`config.mk`:
```
export PLATFORM = sky130hd
export DESIGN_NAME = tick_cmp_intc
export DESIGN_NICKNAME = d
export VERILOG_FILES = /design/src/rtl/tcsi_pkg.sv /design/src/rtl/tcsi_counter.sv /design/src/rtl/tcsi_cmp.sv /design/src/rtl/tcsi_softint.sv /design/src/rtl/tick_cmp_intc.sv
export SDC_FILE = /design/constraint.sdc
export NUM_CORES = 1
export LEC_CHECK = 0
export BUFFER_PORTS_ARGS = -buffer_cell sky130_fd_sc_hd__buf_2
export CAP_MARGIN = 15
export CORE_MARGIN = 1.5
export CORE_UTILIZATION = 45
export CTS_CLUSTER_SIZE = 16
export DETAILED_ROUTE_END_ITERATION = 8
export SLEW_MARGIN = 15
export SYNTH_ARGS = -nofsm -noshare
export SYNTH_HDL_FRONTEND = slang
export SYNTH_HIERARCHICAL = 1
export SYNTH_SLANG_ARGS = --single-unit
```
`constraint.sdc`:
```
create_clock -name clk_i -period 4 [get_ports clk_i]
set_input_delay 0.6 -clock clk_i [delete_from_list [all_inputs] [get_ports clk_i]]
set_output_delay 0.6 -clock clk_i [all_outputs]
set_load 0.01 [all_outputs]
```
`src/rtl/tcsi_pkg.sv`:
```
package tcsi_pkg;
  localparam int ADDR_W = 3;
  localparam int DATA_W = 64;
  localparam int SOFT_W = 17;
  localparam int CMP_N  = 3;

  localparam logic [ADDR_W-1:0] A_CNT  = 3'd0;
  localparam logic [ADDR_W-1:0] A_SOFT = 3'd1;
  localparam logic [ADDR_W-1:0] A_SET  = 3'd2;
  localparam logic [ADDR_W-1:0] A_CLR  = 3'd3;
  localparam logic [ADDR_W-1:0] A_CMP0 = 3'd4;  // 4 tick, 5 system, 6 hypervisor

  localparam int HIT_TICK = 0;
  localparam int HIT_SYS  = 1;
  localparam int HIT_HYP  = 2;
endpackage

```
`src/rtl/tcsi_counter.sv`:
```
module tcsi_counter #(
  parameter int W = 64
) (
  input  logic         clk_i,
  input  logic         rst_ni,
  input  logic         we_i,
  input  logic [W-1:0] wd_i,
  output logic [W-1:0] cnt_o
);
  always_ff @(posedge clk_i or negedge rst_ni) begin
    if (!rst_ni)   cnt_o <= '0;
    else if (we_i) cnt_o <= wd_i;
    else           cnt_o <= {cnt_o[W-1], cnt_o[W-2:0] + (W-1)'(1)};
  end

  a_r2_count_step: assert property (@(posedge clk_i) disable iff (!rst_ni)
    !we_i |=> (cnt_o[W-2:0] == $past(cnt_o[W-2:0]) + (W-1)'(1)) &&
              (cnt_o[W-1] == $past(cnt_o[W-1])));
endmodule

```
`src/rtl/tcsi_cmp.sv`:
```
module tcsi_cmp #(
  parameter int W = 64
) (
  input  logic         clk_i,
  input  logic         rst_ni,
  input  logic         we_i,
  input  logic [W-1:0] wd_i,
  input  logic [W-1:0] cnt_i,
  output logic [W-1:0] val_o,
  output logic         hit_o
);
  localparam logic [W-1:0] RST_VAL = {1'b1, {(W-1){1'b0}}};

  always_ff @(posedge clk_i or negedge rst_ni) begin
    if (!rst_ni)   val_o <= RST_VAL;
    else if (we_i) val_o <= wd_i;
  end

  // top bit disables; counter top bit is not compared
  assign hit_o = !val_o[W-1] && (val_o[W-2:0] == cnt_i[W-2:0]);

  a_r6_cmp_store: assert property (@(posedge clk_i) disable iff (!rst_ni)
    we_i |=> val_o == $past(wd_i));
endmodule

```
`src/rtl/tcsi_softint.sv`:
```
module tcsi_softint #(
  parameter int SW       = 17,
  parameter int TICK_BIT = 0,
  parameter int SYS_BIT  = 16
) (
  input  logic          clk_i,
  input  logic          rst_ni,
  input  logic          wr_i,
  input  logic          set_i,
  input  logic          clr_i,
  input  logic [SW-1:0] wd_i,
  input  logic          hit_tick_i,
  input  logic          hit_sys_i,
  output logic [SW-1:0] si_o
);
  logic [SW-1:0] sw_val, hw_set, si_d;

  always_comb begin
    if (wr_i)       sw_val = wd_i;
    else if (set_i) sw_val = si_o | wd_i;
    else if (clr_i) sw_val = si_o & ~wd_i;
    else            sw_val = si_o;
    hw_set = '0;
    hw_set[TICK_BIT] = hit_tick_i;
    hw_set[SYS_BIT]  = hit_sys_i;
    si_d = sw_val | hw_set;  // hardware set wins over a same-edge write
  end

  always_ff @(posedge clk_i or negedge rst_ni) begin
    if (!rst_ni) si_o <= '0;
    else         si_o <= si_d;
  end

  a_r4_set_or: assert property (@(posedge clk_i) disable iff (!rst_ni)
    set_i && !hit_tick_i && !hit_sys_i |=> si_o == $past(si_o | wd_i));
  a_r5_clr_andn: assert property (@(posedge clk_i) disable iff (!rst_ni)
    clr_i && !hit_tick_i && !hit_sys_i |=> si_o == $past(si_o & ~wd_i));
  a_r8_sys_bit: assert property (@(posedge clk_i) disable iff (!rst_ni)
    hit_sys_i |=> si_o[SYS_BIT]);
  a_r12_tick_bit_wins: assert property (@(posedge clk_i) disable iff (!rst_ni)
    hit_tick_i && (wr_i || clr_i) |=> si_o[TICK_BIT]);
endmodule

```
`src/rtl/tick_cmp_intc.sv`:
```
module tick_cmp_intc
  import tcsi_pkg::*;
#(
  parameter int DW = DATA_W,
  parameter int SW = SOFT_W,
  parameter int AW = ADDR_W
) (
  input  logic          clk_i,
  input  logic          rst_ni,
  input  logic          we_i,
  input  logic [AW-1:0] addr_i,
  input  logic [DW-1:0] wdata_i,
  output logic [DW-1:0] rdata_o,
  output logic [SW-1:0] softint_o,
  output logic          irq_o,
  output logic          hyp_irq_o
);
  logic [DW-1:0] cnt;
  logic [DW-1:0] cmp_val [CMP_N];
  logic [CMP_N-1:0] hit, cmp_we;

  tcsi_counter #(.W(DW)) u_cnt (
    .clk_i, .rst_ni,
    .we_i (we_i && addr_i == A_CNT),
    .wd_i (wdata_i),
    .cnt_o(cnt)
  );

  for (genvar g = 0; g < CMP_N; g++) begin : g_cmp
    assign cmp_we[g] = we_i && (addr_i == A_CMP0 + AW'(g));
    tcsi_cmp #(.W(DW)) u_cmp (
      .clk_i, .rst_ni,
      .we_i (cmp_we[g]),
      .wd_i (wdata_i),
      .cnt_i(cnt),
      .val_o(cmp_val[g]),
      .hit_o(hit[g])
    );
  end

  tcsi_softint #(.SW(SW), .TICK_BIT(0), .SYS_BIT(16)) u_si (
    .clk_i, .rst_ni,
    .wr_i      (we_i && addr_i == A_SOFT),
    .set_i     (we_i && addr_i == A_SET),
    .clr_i     (we_i && addr_i == A_CLR),
    .wd_i      (wdata_i[SW-1:0]),
    .hit_tick_i(hit[HIT_TICK]),
    .hit_sys_i (hit[HIT_SYS]),
    .si_o      (softint_o)
  );

  // sticky until the hypervisor compare register is rewritten
  always_ff @(posedge clk_i or negedge rst_ni) begin
    if (!rst_ni)               hyp_irq_o <= 1'b0;
    else if (cmp_we[HIT_HYP])  hyp_irq_o <= 1'b0;
    else if (hit[HIT_HYP])     hyp_irq_o <= 1'b1;
  end

  assign irq_o = |softint_o;

  always_comb begin
    rdata_o = '0;
    if (addr_i == A_CNT)                           rdata_o = cnt;
    else if (addr_i == A_SOFT || addr_i == A_SET ||
             addr_i == A_CLR)                      rdata_o = {{(DW-SW){1'b0}}, softint_o};
    else if (addr_i == A_CMP0)                     rdata_o = cmp_val[0];
    else if (addr_i == A_CMP0 + AW'(1))            rdata_o = cmp_val[1];
    else if (addr_i == A_CMP0 + AW'(2))            rdata_o = cmp_val[2];
  end

  a_r9_hyp_set: assert property (@(posedge clk_i) disable iff (!rst_ni)
    hit[HIT_HYP] && !cmp_we[HIT_HYP] |=> hyp_irq_o);
  a_r9_hyp_clr: assert property (@(posedge clk_i) disable iff (!rst_ni)
    cmp_we[HIT_HYP] |=> !hyp_irq_o);
  a_r9_hyp_no_soft: assert property (@(posedge clk_i) disable iff (!rst_ni)
    !we_i && !hit[HIT_TICK] && !hit[HIT_SYS] |=> $stable(softint_o));
endmodule

```
# == Word-level counts from Yosys, hierarchy flattened ==
# Cells that the tools add are included.
# W data, S select, Z words.
# op_classes
n_addsub,1
n_mul,0
bitwise_logic,4
div,0
n_reduce_logical,18
n_lt_le_gt_ge,0
eq_ne,9
shifts,0
mux,11
# ops
operator,count
$mux W64,5
$eq A63 B63 Y1,3
$add A63 B1 Y63 const B,1
$mux W63,1
$mux W17,3
$or A17 B17 Y17,2
$and A17 B17 Y17,1
$not A17 Y17,1
$reduce_or A17 Y1,1
$logic_and A1 B1 Y1,10
$eq A3 B3 Y1 const B,3
$eq A3 B2 Y1 const B,2
$eq A3 B1 Y1 const B,1
$logic_not A1 Y1,3
$logic_not A3 Y1,1
$logic_or A1 B1 Y1,2
$mux W1,2
$reduce_bool A2 Y1,1
# word_totals
input_bits,70
word_cells,50
romBits,0
ff_bits,274
ramBits,0
out_inout_bits,83
memories,0
latchBits,0

# == Longest topological paths before layout ==
# depth
word_depth,6
mapped_depth,11

# == Modules after synthesis ==
# The synthesis kept the hierarchy.
# modules_own_cells
module,seq_area_each_um2,n_inst,cells_each,area_each_um2
tcsi_cmp,1602.8,3,236,3095.5
tcsi_counter,1601.5,1,433,3736.1
tick_cmp_intc,25.0,1,271,2150.8
tcsi_softint,425.4,1,60,726.9

# == Worst setup path after synthesis ==
# No wires, ideal clock.
# synth_timing
path_type,reg2reg
from,register u_cnt.cnt_o[0]
to,register u_cnt.cnt_o[42]
arrival_ps,2432
stages_incl_launch_ff,8
path_slack_ps,1445
required_ps,3876
path_buffers,1
synth_period_minus_slack_ps,2555
path_cell_list,dfrtp_1 > ha_1 > and4_1 > or4b_4 > or3_4 > buf_6 > o31a_1 > o31a_1
# synth_between
elab_chain_cells,2
# synth_rtl
item,line,text
from (decl),tcsi_counter.sv:8,output logic [W-1:0] cnt_o
from (signal assigned),tcsi_counter.sv:12,else if (we_i) cnt_o <= wd_i;
from (signal assigned),tcsi_counter.sv:13,"else cnt_o <= {cnt_o[W-1], cnt_o[W-2:0] + (W-1)'(1)};"
$add A63 B1 Y63,tcsi_counter.sv:13,
$mux W63,tcsi_counter.sv:12,
# No other way between the ends.
# A chain may end at the register's enable or synchronous reset.

# == Worst setup path after layout ==
# layout_timing
from,register u_cnt.cnt_o[54]
to,register u_si.si_o[16]
# layout_between
elab_chain_cells,3
# layout_rtl
item,line,text
$eq A63 B63 Y1,tcsi_cmp.sv:20,assign hit_o = !val_o[W-1] && (val_o[W-2:0] == cnt_i[W-2:0]);
$logic_and A1 B1 Y1,tcsi_cmp.sv:20,
named net hit[1],tick_cmp_intc.sv:20,"logic [CMP_N-1:0] hit, cmp_we;"
$or A17 B17 Y17,tcsi_softint.sv:26,si_d = sw_val | hw_set;
named net u_si.si_d[16],tcsi_softint.sv:16,"logic [SW-1:0] sw_val, hw_set, si_d;"
to (signal assigned),tcsi_softint.sv:31,else si_o <= si_d;
to (decl),tcsi_softint.sv:14,output logic [SW-1:0] si_o
# The timed path passes the listed nets, and every way through them passes these cells.

==> flow_summary.ini <==
[run_status]
status = completed

[placed_design]
portBuffers = 152
place_congestion = 0.889
dpl.hpwl_um = 37700

[yosys]
yosysTopAreaCell = dfrtp_1
synth_cells = 1472
yosys.cell_count.top_type = dfrtp_1
netlist_area_mm2 = 0.0159
postSynthAreaPerCell_um2 = 10.8
synthFlopType = dfrtp_1
syn-num-nets = 1543
ys_warn_count = 6
ys_async_sr_fraction = 1.00
yosysUniqueCellTypes = 60
synth_top_area_share = 0.427
yosysSeqAreaShare = 0.431
netlist_top_cells_count = 271 x dfrtp_1, 179 x mux2_2, 163 x xor2_1
synth_seq_cells = 274
synth_edf_count = 0
synth.area.top_cells = dfrtp_1 43%, mux2_2 13%, xor2_1 9.0%

[sta]
clock-skew-final_ps = 17.6
post-route-period-util = 0.820
fin_setup_tns_ps = 0
layout_min_cycle_time_ps = 3280
setup_viol = 0
fmax_mhz = 305
max_slew_margin = 0.186
slew_viol_final = 0
hold_violations = 0
tightestPinTransition_ps = 1210
rsz0062_at_grt = false

[job]
drv_cap = 0

[drt]
final_antenna_net_count = 0
drcViolationCount = 0
first_pass_iters = 6
vias = 12700
wl_um = 52900
viasPerCell = 6.13
wire_per_inst_um = 25.5
dr.first_iter.drc_count = 1234

[clock_tree]
cts_htree_levels = 2
cts-root-buf = clkbuf_16
clk_pin_slew_worst_paths_ps = 60
cts_tree = built
post_cts_resized = 0
cts_hold_buf = 0
clock_sinks = 274
clockBufferDepth = 3
post-cts-setup-buffers = 0
numCtsBuffers = 34
clock_latency_ps = 510

[setup_path]
cp.depth = 5
r2r-end = u_si/si_o[16]
worst-path-buf-inv = 0
rrSetupSlack_ps = 720
crit_required_ps = 4430
arrival_ps = 3710
slowest_stage = nor4_1
crit_family = simple AND/OR/NAND/NOR gates
worstSetupStartpointType = register
cpPeakStageDelay_ps = 1080
startpoint = u_cnt/cnt_o[54]
worstPathMaxFanout = 8
critPathKind = register to register
endpoint_kind = register
cp_cell_sequence = xor2_1 > nor4_1 > nand4_1 > nor4_2 > a221o_1
cp-endpoint = u_si/si_o[16]
r2r_cells = 5
reg2reg_from = u_cnt/cnt_o[54]

[grt]
grt_start_max_net_pins = 110
grt_pass1_wl_um = 78700
grt.overflow.total = 0
grt_pass1_vias = 12300
grt_use_total = 0.290
antenna_found_initial = 0

[power_and_ir_drop]
power_leakage_nw = 7.54
powerDensity_mw_per_mm2 = 553
vdd_drop_max_mv = 0.342
finalPower_w = 0.0100

[floorplan]
die_h_um = 191
ios = 153
die-width_um = 191
start_util = 0.459
die-area_mm2 = 0.0365
core-area_mm2 = 0.0346
std_cell_rows = 68

[cells_and_area]
nets = 1666
insertedDiodeCount = 0
drive_above_1_share = 0.269
synthToLayoutAreaGrowth_pct = 13.7

[worst_hold_path]
hold_path_class = input pin to async pin
-- power by group --
group	switching [W]	internal [W]	total, W	leakage [nW]
clock network	0.00119	0.00172	0.00291	0.509
registers	0.000942	0.00339	0.00434	3.26
logic	0.00152	0.00124	0.00276	3.77
-- final cells by class --
cell class | count | area, um^2
multi-input combinational | 1068 | 8420
clock buffer | 53 | 1000
tap | 455 | 569
inverter | 44 | 165
timing repair buffer | 173 | 1030
fill | 3104 | 16600
sequential | 274 | 6860
clock inverter | 5 | 28.8
-- placed cells by master (no fill, tap or decap), types with 9 or more instances in the layout --
cell type / netlist / final
and4_1: 13 / 13
nand2_1: 96 / 96
or4_1: 17 / 17
nor3_1: 10 / 9
xor2_1: 163 / 163
o21ai_1: 15 / 15
o22ai_1: 12 / 12
xnor2_1: 29 / 29
o21ai_0: 43 / 43
o31ai_1: 15 / 15
mux2i_1: 79 / 79
nor2_1: 86 / 82
nor4_1: 54 / 52
mux2_2: 179 / 179
buf_4: 12 / 13
buf_2: 32 / 151
inv_1: 35 / 35
o2bb2ai_1: 9 / 9
clkbuf_16: 0 / 35
a221o_1: 49 / 49
o221ai_1: 10 / 10
dfrtp_1: 271 / 271
a32o_1: 14 / 14
clkbuf_1: 26 / 12
nand3b_1: 10 / 10
a31oi_1: 19 / 19
a22oi_1: 21 / 21
nand3_1: 24 / 24
nand4_1: 30 / 30
-- layer usage --
layer | GRT usage | wire, um | vias to the layer above
li1 | - | - | 5676
met1 | 0.432 | 24500 | 6446
met2 | 0.432 | 23300 | 497
met3 | 0.0435 | 3620 | 71
met4 | 0.0796 | 1350 | 2
met5 | 0.0275 | 125 | -
-- flip-flops by register name, summed over array words and instances (netlist names) --
signal and count:
g_cmp.u_cmp/val_o 192, u_cnt/cnt_o 64, u_si/si_o 17, hyp_irq_o 1
-- metrics by stage --
step | instance area [um^2] | hold WS [ps] | cells | setup WS (ps) | util
after CTS | 18100 | 230 | 2071 | 829 | 0.522
final | 18100 | 185 | 2072 | 720 | 0.522
after global routing | 18100 | 229 | 2072 | 728 | 0.522
after detailed placement | 17000 | 510 | 2013 | 835 | 0.492
after global placement | 17000 | 478 | 2013 | 838 | 0.492
after floorplan | 15900 | 304 | 1472 | 1440 | -
-- worst min-delay path by stage --
stage	from	to	slack, ps
finish	rst_ni	g_cmp[2].u_cmp/val_o[31]	180
detailed placement	u_cnt/cnt_o[63]	u_cnt/cnt_o[63]	510
CTS	rst_ni	g_cmp[2].u_cmp/val_o[31]	230
global route	rst_ni	g_cmp[2].u_cmp/val_o[31]	230
global placement	hyp_irq_o	hyp_irq_o	480
floorplan	rst_ni	g_cmp[0].u_cmp/val_o[0]	300
-- kinds of logic (layout without fill, tap and decap cells) --
family / after synthesis / after routing / share of synthesized area
adders and majority gates: 1 / 1 / 0.000787
and+or+nand+nor: 388 / 388 / 0.133
DFF: 274 / 274 / 0.431
AOI/OAI and AO/OA: 229 / 229 / 0.110
xor gates and xnor gates: 192 / 192 / 0.106
muxes: 258 / 258 / 0.177
buffers and inverters: 130 / 275 / 0.0427
(Power assumes the default switching activity.)
